`src/rtl/hs_pkg.sv`:
```
package hs_pkg;

    // Coils Q3..Q0 drive phase bits 3..0; names list the energised coils.
    typedef enum logic [2:0] {
        ST_Q1   = 3'd0,
        ST_Q1Q0 = 3'd1,
        ST_Q0   = 3'd2,
        ST_Q3Q0 = 3'd3,
        ST_Q3   = 3'd4,
        ST_Q3Q2 = 3'd5,
        ST_Q2   = 3'd6,
        ST_Q2Q1 = 3'd7
    } hs_state_e;

    localparam int unsigned PHASE_W   = 4;
    localparam logic [PHASE_W-1:0] PHASE_ALL_OFF = '1;
    localparam hs_state_e   RESET_STATE = ST_Q1;

endpackage

```
`src/rtl/hs_prescaler.sv`:
```
module hs_prescaler #(
    parameter int unsigned PRESCALE_W = 17  // must be at least 2
) (
    input  logic clk,
    input  logic rst,
    output logic step_tick
);

    // Tick in the cycle just before the top bit of the counter rises.
    localparam logic [PRESCALE_W-1:0] TICK_AT = {1'b0, {(PRESCALE_W-1){1'b1}}};

    logic [PRESCALE_W-1:0] cnt_q;

    always_ff @(posedge clk) begin
        if (rst) cnt_q <= '0;
        else     cnt_q <= cnt_q + 1'b1;
    end

    assign step_tick = (cnt_q == TICK_AT);

    // a tick is a single-cycle pulse
    assert_tick_single_R5: assert property (@(posedge clk) disable iff (rst)
        step_tick |=> !step_tick);

    // the edge after a tick is the one where the top counter bit rises
    assert_tick_on_top_rise_R5: assert property (@(posedge clk) disable iff (rst)
        step_tick |=> $rose(cnt_q[PRESCALE_W-1]));

endmodule

```
`src/rtl/hs_step_fsm.sv`:
```
module hs_step_fsm
    import hs_pkg::*;
(
    input  logic      clk,
    input  logic      rst,
    input  logic      step_tick,
    input  logic      enable,
    input  logic      reverse,
    output hs_state_e state
);

    hs_state_e state_q, state_d;
    logic      take_step;

    assign take_step = step_tick && enable;

    // State register
    always_ff @(posedge clk) begin
        if (rst) state_q <= RESET_STATE;
        else     state_q <= state_d;
    end

    // Next-state: forward transition, reverse transition, or hold
    always_comb begin
        state_d = state_q;
        if (take_step) begin
            unique case (state_q)
                ST_Q1:   state_d = reverse ? ST_Q2Q1 : ST_Q1Q0;
                ST_Q1Q0: state_d = reverse ? ST_Q1   : ST_Q0;
                ST_Q0:   state_d = reverse ? ST_Q1Q0 : ST_Q3Q0;
                ST_Q3Q0: state_d = reverse ? ST_Q0   : ST_Q3;
                ST_Q3:   state_d = reverse ? ST_Q3Q0 : ST_Q3Q2;
                ST_Q3Q2: state_d = reverse ? ST_Q3   : ST_Q2;
                ST_Q2:   state_d = reverse ? ST_Q3Q2 : ST_Q2Q1;
                ST_Q2Q1: state_d = reverse ? ST_Q2   : ST_Q1;
                default: state_d = RESET_STATE;
            endcase
        end
    end

    assign state = state_q;

    // an enabled tick always moves the state
    assert_step_moves_R5: assert property (@(posedge clk) disable iff (rst)
        take_step |=> state_q != $past(state_q));

    // no state change without an enabled tick
    assert_hold_between_ticks_R8: assert property (@(posedge clk) disable iff (rst)
        !take_step |=> $stable(state_q));

endmodule

```
`src/rtl/hs_phase_encoder.sv`:
```
module hs_phase_encoder
    import hs_pkg::*;
#(
    parameter bit IDLE_OFF = 1'b0
) (
    input  hs_state_e            state,
    input  logic                 enable,
    output logic [PHASE_W-1:0]   phase_n
);

    logic [PHASE_W-1:0] code_n;
    logic               coils_off;

    // Output process: active-low code per state
    always_comb begin
        unique case (state)
            ST_Q1:   code_n = 4'b1101;
            ST_Q1Q0: code_n = 4'b1100;
            ST_Q0:   code_n = 4'b1110;
            ST_Q3Q0: code_n = 4'b0110;
            ST_Q3:   code_n = 4'b0111;
            ST_Q3Q2: code_n = 4'b0011;
            ST_Q2:   code_n = 4'b1011;
            ST_Q2Q1: code_n = 4'b1001;
            default: code_n = PHASE_ALL_OFF;
        endcase
    end

    generate
        if (IDLE_OFF) begin : g_idle_off
            assign coils_off = !enable;
        end else begin : g_idle_hold
            assign coils_off = 1'b0;
        end
    endgenerate

    assign phase_n = coils_off ? PHASE_ALL_OFF : code_n;

endmodule

```
`src/rtl/halfstep_sequencer.sv`:
```
module halfstep_sequencer
    import hs_pkg::*;
#(
    parameter int unsigned PRESCALE_W = 17,
    parameter bit          IDLE_OFF   = 1'b0
) (
    input  logic       clk,
    input  logic       rst,
    input  logic       enable,
    input  logic       reverse,
    output logic [3:0] phase_n,
    output logic       step_tick
);

    hs_state_e state;

    hs_prescaler #(.PRESCALE_W(PRESCALE_W)) presc_i (
        .clk       (clk),
        .rst       (rst),
        .step_tick (step_tick)
    );

    hs_step_fsm fsm_i (
        .clk       (clk),
        .rst       (rst),
        .step_tick (step_tick),
        .enable    (enable),
        .reverse   (reverse),
        .state     (state)
    );

    hs_phase_encoder #(.IDLE_OFF(IDLE_OFF)) enc_i (
        .state   (state),
        .enable  (enable),
        .phase_n (phase_n)
    );

    // one or two coils driven whenever coils are on
    assert_drive_shape_R9: assert property (@(posedge clk) disable iff (rst)
        (enable || !IDLE_OFF) |->
            ($countones(~phase_n) == 1 || $countones(~phase_n) == 2));

    // any step, either direction, moves exactly one coil
    assert_single_bit_move_R4: assert property (@(posedge clk) disable iff (rst)
        (!$past(rst) && enable && $past(enable) && !$stable(phase_n)) |->
            $countones(phase_n ^ $past(phase_n)) == 1);

endmodule

```
`config.mk`:
```
export PLATFORM = sky130hd
export DESIGN_NAME = halfstep_sequencer
export DESIGN_NICKNAME = d
export VERILOG_FILES = /design/src/rtl/hs_pkg.sv /design/src/rtl/hs_prescaler.sv /design/src/rtl/hs_step_fsm.sv /design/src/rtl/hs_phase_encoder.sv /design/src/rtl/halfstep_sequencer.sv
export SDC_FILE = /design/constraint.sdc
export NUM_CORES = 1
export LEC_CHECK = 0
export ABC_AREA = 0
export BUFFER_PORTS_ARGS = -buffer_cell sky130_fd_sc_hd__buf_4
export CORE_MARGIN = 3
export CORE_UTILIZATION = 62
export CTS_CLUSTER_SIZE = 12
export DETAILED_ROUTE_END_ITERATION = 8
export GPL_ROUTABILITY_DRIVEN = 0
export PLACE_DENSITY = 0.89
export SLEW_MARGIN = 20
export SYNTH_ARGS = -nofsm -noshare
export SYNTH_HDL_FRONTEND = slang
export SYNTH_SLANG_ARGS = --single-unit
```
`constraint.sdc`:
```
create_clock -name clk -period 5.05 [get_ports clk]
set_clock_uncertainty 0.15 [all_clocks]
set_input_delay 1.01 -clock clk [delete_from_list [all_inputs] [get_ports clk]]
set_output_delay 1.01 -clock clk [all_outputs]
set_load 0.01 [all_outputs]
```
**Yosys cells after proc, flatten, opt, wreduce, memory -nomap -nowiden**

Memory sizes are Yosys's and may differ from the RTL's. A register that Yosys moved wholly into a read port is not among the register bits.
Cells that the tools add are included.

- Output and inout port bits: 5
- Bits in registers: 20
- Memories: 1
- Logic and storage cells: 25
- Memory bits (read-only): 32
- Bits of input ports: 4

- Reductions and logical operators: 2
- Add/sub/neg operators: 1
- Mux-type cells: 11
- Equality and inequality tests: 8

Memories:

| memory | words | width | read ports | clocked after Yosys merged registers in | wr ports | RTL line | text |
|---|---|---|---|---|---|---|---|
| (name not given) | 8 | 4 | 1 | 1 | 0 | hs_phase_encoder.sv:16 | `unique case (state)` |

Operator list:

| cell | count |
|---|---|
| $pmux W3 S8 | 1 |
| $mux W3 | 6 |
| $add A17 B1 Y17 const B | 1 |
| $eq A17 B16 Y1 const B | 1 |
| $eq A3 B3 Y1 const B | 4 |
| $mux W2 | 4 |
| $eq A3 B2 Y1 const B | 2 |
| $eq A3 B1 Y1 const B | 1 |
| $logic_not A3 Y1 | 1 |
| $logic_and A1 B1 Y1 | 1 |

**Depth between registers and ports, before layout**

Gate-level depths: netlist of the first run.

- Depth after elaboration: 4
- Mapped depth: 8
- Depth with buffers taken out: 8

**Modules after synthesis**

Synthesis of the first run repeated with hierarchy kept, for this count alone.

- Cell total of the unflattened synthesis: 108
- Area total of the unflattened synthesis: 991.0 µm²

By module, submodules not included:

| module | instances | sequential area each (µm²) | cells an instance | area each (µm²) |
|---|---|---|---|---|
| hs_prescaler | 1 | 340.3 | 87 | 802.0 |
| hs_step_fsm | 1 | 60.1 | 16 | 150.1 |
| hs_phase_encoder | 1 | 0.0 | 5 | 38.8 |

**Worst setup path before layout of the first run**

No wires, ideal clock.

- Path kind: register -> output
- Start: register presc_i.cnt_q[0]
- End: output step_tick
- Path slack: 2494 ps
- Data required time: 3890 ps
- Arrival: 1396 ps
- Buffers on the path: 0
- Cell stages (with the launch flop): 6
- Cells stage by stage: dfxtp_1 -> ha_1 -> inv_1 -> nor4_1 -> and3_1 -> ha_1

- Longest elaborated chain between the ends: 1

RTL lines:

| what | RTL line | text |
|---|---|---|
| from (decl) | hs_prescaler.sv:12 | `logic [PRESCALE_W-1:0] cnt_q;` |
| from (signal assigned) | hs_prescaler.sv:16 | `else cnt_q <= cnt_q + 1'b1;` |
| $eq A17 B16 Y1 | hs_prescaler.sv:19 | `assign step_tick = (cnt_q == TICK_AT);` |
| to (decl) | halfstep_sequencer.sv:12 | `output logic step_tick` |

No other way between the ends.

**Worst setup path after layout of the first run**

Same ends and word-level chain as after synthesis.

==> results of run 1 <==
state kept, by name (all words and copies together) (netlist names):
signal,count
fsm_i.state,3
presc_i.cnt_q,17
enc_i.phase_n,4
final cells by class:
class                      instances  area (um^2)  area share
inverter                           5        18.77     0.01404
timing repair buffer               8        60.06     0.04494
tap                               25        31.28     0.02341
multi-input combinational         96        709.4      0.5309
sequential                        24        480.5      0.3596
clock buffer                       4        36.28     0.02715
through the flow:
step / instances / total power, uW / cell area (um^2) / hold WS [ns] / util
final: 162 / 304.0 / 1336 / 0.3449 / 0.7417
after global routing: 162 / 317.8 / 1336 / 0.4035 / 0.7417
after CTS: 162 / 309.9 / 1336 / 0.3502 / 0.7417
after detailed placement: 158 / 212.1 / 1300 / 0.3196 / 0.7215
after global placement: 158 / 211.2 / 1300 / 0.3045 / 0.7215
after floorplan: 131 / 207.3 / 1241 / 0.2872 / -
cell usage after synthesis:
| cell type | n |
|---|---|
| a21oi_1 | 8 |
| a221oi_1 | 1 |
| a22oi_1 | 3 |
| and2_1 | 1 |
| and3_1 | 2 |
| and3b_1 | 2 |
| and4_1 | 1 |
| and4b_1 | 2 |
| and4bb_1 | 1 |
| buf_1 | 2 |
| buf_2 | 2 |
| buf_6 | 1 |
| clkbuf_1 | 1 |
| dfxtp_1 | 24 |
| ha_1 | 2 |
| inv_1 | 5 |
| mux2_1 | 5 |
| mux2_2 | 1 |
| nand2_1 | 5 |
| nand3_1 | 5 |
| nand4_1 | 1 |
| nand4_4 | 2 |
| nand4b_1 | 2 |
| nor2_1 | 14 |
| nor2b_1 | 7 |
| nor3b_1 | 1 |
| nor4_1 | 2 |
| nor4_4 | 3 |
| o2111ai_1 | 1 |
| o211ai_1 | 2 |
| o21ai_0 | 4 |
| o21ai_1 | 1 |
| o31ai_1 | 4 |
| or2_2 | 1 |
| or3_1 | 3 |
| or4_1 | 4 |
| xnor2_1 | 3 |
| xor2_1 | 2 |
routing by layer:
metal,track usage,part of all wire
met2,0.2935,0.47
met5,0,0
met1,0.2371,0.49
met3,0.04748,0.034
met4,0.06278,0.0056
cells by family (layout without fill, tap and decap cells):
| logic type | count (synthesis) | after routing | synth area share |
|---|---|---|---|
| flops | 24 | 24 | 0.3871 |
| fa+ha+maj | 2 | 2 | 0.02016 |
| simple gates | 59 | 59 | 0.3407 |
| mux | 6 | 6 | 0.05443 |
| buf+inv | 11 | 17 | 0.04133 |
| xor+xnor | 5 | 5 | 0.03529 |
| compound gates | 24 | 24 | 0.1210 |
power groups by stage:
stage                     clock [uW]  sequential, uW  combinational, uW
after floorplan                    0             198               9.65
after global placement             0             198               13.4
after detailed placement           0             198               14.0
after CTS                        102             194               14.1
after global routing             107             194               15.9
final                           96.1             194               14.1
final timing paths:
kind | slack (ns) | cells after the start | endpoint | from
worst max-delay path | 1.86 | 6 | step_tick | presc_i.cnt_q[0]
worst min-delay path | 0.34 | 1 | presc_i.cnt_q[0] | presc_i.cnt_q[0]
worst min register to register | 0.34 | 1 | presc_i.cnt_q[0] | presc_i.cnt_q[0]
worst max register to register | 2.55 | 8 | enc_i.phase_n[2] | presc_i.cnt_q[0]
==> results.md, run 1 <==
- Run status: completed
- Placement row count: 15
- Most common cell after layout, fill and taps aside: dfxtp_1
- Power share of the sequential group: 0.638
- Worst Tran Pin Value: between 0.3 and 0.4 ns
- Clock Latency Late Sink: 0.31 ns
- Overflow after GRT: 0
- Critical path arrival: 2.03 ns
- Syn Area/Cell: 9.475 um^2
- RSZ-0062 raised after global routing: false
- FMAX: about 310 MHz
- Crit path largest cell delay: 0.41 ns
- Pwr per Cell Area: 227.5 nW/um^2
- Routed Antenna Nets: 0
- Drt wl/cell: about 13 um
- Fillers: 135
- Slowest cell on the critical path: dfxtp_1
- I/O pin count: 9
- Root Buffer: clkbuf_4
- Synth top area share: 0.3871
- Synth Cell Area: 1241 um^2
- LEAKAGE: 0.0005331 uW
- Die Span X: approximately 50 um
- Yosys warns: 0
- Setup ws final: roughly 1.9 ns
- Initial DRC Count: 17
- HPWL after DPL: 1553 um
- Die area: 2575 um^2
- Vias in the first global route: 861
- Crit. End Element: output port
- Syn_nets: 137
- Routed wire length: 2132 um
- # hold bufs at CTS: 0
- Mapped Cells: 131
- Num CTS Buffers: 3
- Place WS: ~2.2 ns
- DRC viols: 0
- Worst EP required: ~4 ns
- Yosys top cell by area: dfxtp_1
- Final hold vios: 0
- CP cell instances: ha_1 > inv_1 > nor4_1 > and3_1 > ha_1 > buf_4
- Ant. Diodes: 0
- Final setup violation count: 0
- Global Route Usage Sum: 0.1831
- Worst slew margin relative to its limit: 0.7545
- CP startpoint kind: flip-flop
- CP delay by family, top: adder cells
- Area contributors post-synth: dfxtp_1 39%, nor4_4 5.1%, mux2_1 4.5%
- Clk pin slew, worst setup/hold paths: 0.12 ns
- IO Port Bufs: 8
- Yosys cell types: 38
- First-pass GRT wire length: 3615 um
- Power Internal: approximately 240 uW
- Logic gate share of total power: 0.046
- Die height: roughly 51 um
- Post-CTS Setup Inserts: 0
- Peak supply drop: 0.2052 mV
- Hold Path Class: reg2reg
- Switching pwr: 63.76 uW
- Clock power share: 0.316
- Register area share after synthesis: 0.3871
- Post-layout minimum cycle time: 3.189 ns
- Largest net degree at the start of global routing: 28
- Clock buffer depth: 2
- Max_cap viols: 0
- #FFs+latches synth: 24
- Core area: 1802 um^2
- Worst path buffer plus inverter count: 2
- Area growth syn-to-layout: 7.661%
- Fin nets: 144
- Share of layout cells above drive strength 1: 0.1387
- CTS tree: done
- Vias post-DR: 980
- # H-tree levels: 1
- Sw Ratio: 0.2098
- CP dominant cell by count: ha_1
- Critical path class: reg2out
- Starting density of the core: 0.6889
- CTS resizes: 0
- Initial antenna violation count: 0
- Clk sinks: 24
- Setup TNS: 0 ns
- Commonest cells after routing, fill and taps aside: 24 x dfxtp_1, 14 x nor2_1, 8 x a21oi_1, 8 x buf_4, 7 x nor2b_1
- Post-DR vias/cell: 6.049
- Fin crit share: 0.6315
- Pre-Repair DR Iteration Count: 4
- Slew Limit Fails: 0
- CP max FO: 9
(Power assumes the default switching activity.)
==> inputs of run 2 (changes only) <==
Settings changed: CORE_UTILIZATION 62 to 58, PLACE_DENSITY 0.89 to 0.84.
Clock period 5.05 ns to 3 ns, I/O delays scaled along.
==> results.md, run 2 (synthesis results as in run 1) <==
- Setup ws final: 0.2011 ns (-1.660 ns)
- RR Startpoint: presc_i.cnt_q[0]
- Post-CTS Setup Inserts: 0 (unchanged)
- # hold bufs at CTS: 0 (unchanged)
- Worst EP required: 2.25 ns (-1.64 ns)
- WHS: 0.3433 ns (-0.001597 ns)
- Post-DR vias/cell: 5.884 (-2.7%)
- Final setup violation count: 0 (unchanged)
- First-pass GRT wire length: 3677 um (+1.7%)
- Most common cell after layout, fill and taps aside: dfxtp_1
- I/O pin count: 9 (unchanged)
- Run status: completed
- Overflow after GRT: 0 (unchanged)
- RR Endpoint: enc_i.phase_n[2]
- Die Span X: 52.26 um (+3.0%)
- LEAKAGE: 0.0005331 uW (unchanged)
- CP startpoint kind: flip-flop
- Slew Limit Fails: 0 (unchanged)
- Largest net degree at the start of global routing: 28 (unchanged)
- Crit. End Element: output port
- Worst slew margin relative to its limit: 0.7436 (-0.01088)
- HPWL after DPL: 1500 um (-3.4%)
- Fillers: 170 (+26%)
- CP dominant cell by count: ha_1
- CTS resizes: 0 (unchanged)
- Worst Tran Pin Value: 0.3846 ns (+0.01632 ns)
- Die area: 2731 um^2 (+6.1%)
- Clk sinks: 24 (unchanged)
- Clk pin slew, worst setup/hold paths: 0.12 ns (about the same)
- Cell depth of the worst min-delay path: 1 (unchanged)
- Vias in the first global route: 859 (-0.23%)
- Final hold vios: 0 (unchanged)
- Pwr per Cell Area: 383.7 nW/um^2 (+69%)
- Starting density of the core: 0.6200 (-0.06889)
- Ant. Diodes: 0 (unchanged)
- Place WS: 0.4971 ns (-1.713 ns)
- Critical path arrival: 2.05 ns (+0.02 ns)
- Setup TNS: 0 ns (unchanged)
- CP max FO: 9 (unchanged)
- Area growth syn-to-layout: 7.863%
- DRC viols: 0 (unchanged)
- Num CTS Buffers: 3 (unchanged)
- Slowest cell on the critical path: dfxtp_1
- RSZ-0062 raised after global routing: false
- Crit path largest cell delay: 0.42 ns (about the same)
- Share of layout cells above drive strength 1: 0.1387 (unchanged)
- # H-tree levels: 1 (unchanged)
- Core area: 2002 um^2 (+11%)
- Post-layout minimum cycle time: 2.799 ns
- Routed wire length: 2029 um (-4.8%)
- CTS tree: done
- Worst Reg-to-Reg Cells: 8 (unchanged)
- Commonest cells after routing, fill and taps aside: 24 x dfxtp_1, 14 x nor2_1, 8 x a21oi_1, 8 x buf_4, 7 x nor2b_1
- Critical path class: reg2out
- Initial DRC Count: 21 (+4)
- Fin nets: 144 (unchanged)
- Initial antenna violation count: 0 (unchanged)
- Clock Latency Late Sink: 0.30 ns (about the same)
- HP Start: presc_i.cnt_q[0]
- Max reg flops: 17 (unchanged)
- Hold endpoint: presc_i.cnt_q[0]
- Max_cap viols: 0 (unchanged)
- FMAX: 357.3 MHz
- Clock buffer depth: 2 (unchanged)
- Placement row count: 16 (+1)
- Fin crit share: 0.9330
- Die height: 52.26 um (+3.0%)
- Largest register by flop count: presc_i.cnt_q
- R2R setup slack: 0.46 ns (-2.09 ns)
- Root Buffer: clkbuf_4
- Drt wl/cell: 12.37 um (-6.0%)
- Vias post-DR: 965 (-1.5%)
- CP cell instances: ha_1 > inv_1 > nor4_1 > and3_1 > ha_1 > buf_4
- Hold Path Class: reg2reg
- Global Route Usage Sum: 0.1769 (-0.006136)
- Routed Antenna Nets: 0 (unchanged)
- Peak supply drop: 0.2742 mV (+34%)
- Pre-Repair DR Iteration Count: 4 (unchanged)
- IO Port Bufs: 8 (unchanged)
## run 2: cell counts in the layout (fill, tap and decap cells not counted)
No cell type changed its count.
## run 2: critical path, delay by kind of cell (launching register included)
family                   cells  cell delay [ns]
flip-flops                   1             0.42
buffers and inverters        2             0.35
adder cells (fa/ha/maj)      2             0.50
AND/OR/NAND/NOR              2             0.47
## run 2: area by class of cell
type | instances | area, um^2 | area share
clock buffers | 4 | 36.28 | 0.02710
multi-input cells | 96 | 709.4 | 0.5299
repair buffers | 8 | 60.06 | 0.04486
flip-flops and latches | 24 | 480.5 | 0.3589
well taps | 27 | 33.78 | 0.02523
inverters | 5 | 18.77 | 0.01402
## run 2: power by group
| part | switching, uW | total, uW | internal (uW) |
|---|---|---|---|
| Sequential | 4.66 | 327 | 322 |
| Combinational | 15.1 | 23.4 | 8.38 |
| Clock | 89.5 | 164 | 74.0 |
| Total | 109 | 514 | 404 |
## run 2: worst max-delay path by stage
| stage | start | endpoint | slack (ns) | cells after the start |
|---|---|---|---|---|
| finish | presc_i.cnt_q[0] | step_tick | 0.20 | 6 |
| CTS | presc_i.cnt_q[0] | step_tick | 0.18 | 6 |
| global placement | presc_i.cnt_q[0] | fsm_i.state[2] | 0.63 | 8 |
| global route | presc_i.cnt_q[0] | step_tick | 0.04 | 6 |
| floorplan | presc_i.cnt_q[0] | fsm_i.state[2] | 0.73 | 8 |
| detailed placement | presc_i.cnt_q[0] | enc_i.phase_n[2] | 0.50 | 8 |
## run 2: per-stage QoR
stage                 util  instances  total power, uW  area (um^2)
CTS                 0.6688        164            523.3         1339
floorplan                -        131            348.9         1241
global route        0.6688        164            535.1         1339
finish              0.6688        164            513.7         1339
global placement    0.6506        160            355.6         1303
detailed placement  0.6506        160            357.7         1303
## run 2: layer usage
metal,vias to the layer above,GRT usage,share of wire
li1,500,-,-
met1,443,0.2310,0.47
met2,16,0.2950,0.48
met3,6,0.03419,0.030
met4,0,0.05106,0.012
met5,-,0,0
==> inputs of run 3 (changes only) <==
Settings changed: CAP_MARGIN from default to 40, CELL_PAD_IN_SITES_DETAIL_PLACEMENT from default to 1, CELL_PAD_IN_SITES_GLOBAL_PLACEMENT from default to 2, CORE_UTILIZATION 58 to 37, PLACE_DENSITY 0.84 to 0.77.
==> results.md, run 3 (synthesis results as in run 1) <==
- Run status: completed
- Share of layout cells above drive strength 1: 0.1460 (+0.007299)
- Drt wl/cell: 14.19 um (+15%)
- Core Util, Final: 0.4336 (-0.2351)
- Routed Antenna Nets: 0 (unchanged)
- FMAX: 361.9 MHz (+1.3%)
- Worst slew margin relative to its limit: 0.7561 (+0.01248)
- Crit path largest cell delay: 0.42 ns (about the same)
- Max_cap viols: 0 (unchanged)
- Clk sinks: 24 (unchanged)
- Post-CTS Setup Inserts: 0 (unchanged)
- Max reg flops: 17 (unchanged)
- Root Buffer: clkbuf_4
- Peak supply drop: 0.2011 mV (-27%)
- Vias post-DR: 1005 (+4.1%)
- Ant. Diodes: 0 (unchanged)
- CP startpoint kind: flip-flop
- Final setup violation count: 0 (unchanged)
- Area growth syn-to-layout: 9.274%
- Core area: 3128 um^2 (+56%)
- Global Route Usage Sum: 0.1411 (-0.03581)
- Initial antenna violation count: 0 (unchanged)
- Slowest cell on the critical path: dfxtp_1
- Clock buffer depth: 2 (unchanged)
- DRC viols: 0 (unchanged)
- Crit. End Element: output port
- Initial DRC Count: 34 (+62%)
- Setup TNS: 0 ns (unchanged)
- Pwr per Cell Area: 363.4 nW/um^2 (-5.3%)
- First-pass GRT wire length: 4595 um (+25%)
- Most common cell after layout, fill and taps aside: dfxtp_1
- Pre-Repair DR Iteration Count: 4 (unchanged)
- Vias in the first global route: 983 (+14%)
- HPWL after DPL: 1849 um (+23%)
- Placement row count: 20 (+4)
- Die height: 63.92 um (+22%)
- Critical path class: reg2out
- CP delay by family, top: simple AND/OR/NAND/NOR gates
- Slew Limit Fails: 0 (unchanged)
- Final hold vios: 0 (unchanged)
- Fin nets: 145 (+0.69%)
- Clock Latency Late Sink: 0.32 ns (+0.02 ns)
- IO Port Bufs: 8 (unchanged)
- I/O pin count: 9 (unchanged)
- Routed wire length: 2568 um (+27%)
- Starting density of the core: 0.3968 (-0.2232)
- Largest register by flop count: presc_i.cnt_q
- Hold Path Class: reg2reg
- Worst Tran Pin Value: 0.3658 ns (-0.01872 ns)
- Post-layout minimum cycle time: 2.764 ns (-0.03533 ns)
- Overflow after GRT: 0 (unchanged)
- RSZ-0062 raised after global routing: false
- Die Span X: 63.92 um (+22%)
- Largest net degree at the start of global routing: 28 (unchanged)
- Worst EP required: 2.25 ns (about the same)
- Post-DR vias/cell: 5.552 (-5.6%)
- Critical path arrival: 2.01 ns (-0.04 ns)
- Clk pin slew, worst setup/hold paths: 0.12 ns (about the same)
- Commonest cells after routing, fill and taps aside: 24 x dfxtp_1, 14 x nor2_1, 9 x buf_4, 8 x a21oi_1, 7 x nor2b_1
- Num CTS Buffers: 3 (unchanged)
- Die area: 4086 um^2 (+50%)
- LEAKAGE: 0.0005289 uW (-0.79%)
- CP max FO: 9 (unchanged)
- Fillers: 372 (+120%)
- Fin crit share: 0.9212 (-0.01178)
- CP cell instances: ha_1 > inv_1 > nor4_1 > and3_1 > ha_2 > buf_4
- CTS tree: done
- Worst path buffer plus inverter count: 2 (unchanged)
- # H-tree levels: 1 (unchanged)
==> run 3: layout make-up <==
class	instances	area, um^2	area share
clock buffers	3	22.52	0.01661
inverters	5	18.77	0.01384
multi-input cells	96	711.9	0.5249
flip-flops and latches	24	480.5	0.3542
well taps	44	55.05	0.04059
repair buffers	9	67.56	0.04982
==> run 3: per-stage QoR <==
| step | area, um^2 | hold WS, ns | setup WS, ns | instances | total power [uW] |
|---|---|---|---|---|---|
| after floorplan | 1241 | 0.2872 | 0.7303 | 131 | 348.9 |
| after global placement | 1331 | 0.3032 | 0.5667 | 178 | 357.0 |
| after detailed placement | 1331 | 0.3266 | 0.4641 | 178 | 358.6 |
| after CTS | 1354 | 0.3571 | 0.1380 | 181 | 502.8 |
| after global routing | 1356 | 0.3992 | 0.04990 | 181 | 517.9 |
| final | 1356 | 0.3472 | 0.2364 | 181 | 492.9 |
==> run 3: layer usage <==
| layer | routed length (um) | GRT usage |
|---|---|---|
| met2 | 1140 | 0.2181 |
| met3 | 81 | 0.02285 |
| met1 | 1313 | 0.1909 |
| met5 | 0 | 0 |
| met4 | 34 | 0.06469 |
==> run 3: timing repair <==
action | 4_1_cts | 5_1_grt
hold buffers | 0 | 0
gates resized for setup | 0 | 1
setup endpoints to repair | 0 | 1
==> run 3: power breakdown <==
part | switching [uW] | internal, uW
clock network | 95.0 | 47.0
logic | 15.8 | 8.33
registers | 4.58 | 322
total | 115 | 377
==> run 3: worst reg2reg max path: stages, from the launching register on <==
cell and delay [ns]:
dfxtp_1 0.42, ha_1 0.22, inv_1 0.17, nor4_1 0.30
and3_1 0.20, ha_2 0.25, and2_1 0.24, o21ai_1 0.12
mux2_1 0.32
==> run 3: final timing paths <==
kind | from | endpoint | slack (ns) | cells past startpoint
setup / recovery | presc_i.cnt_q[0] | step_tick | 0.24 | 6
hold / removal | presc_i.cnt_q[0] | presc_i.cnt_q[0] | 0.35 | 1
setup reg to reg | presc_i.cnt_q[0] | fsm_i.state[2] | 0.53 | 8
hold reg to reg | presc_i.cnt_q[0] | presc_i.cnt_q[0] | 0.35 | 1
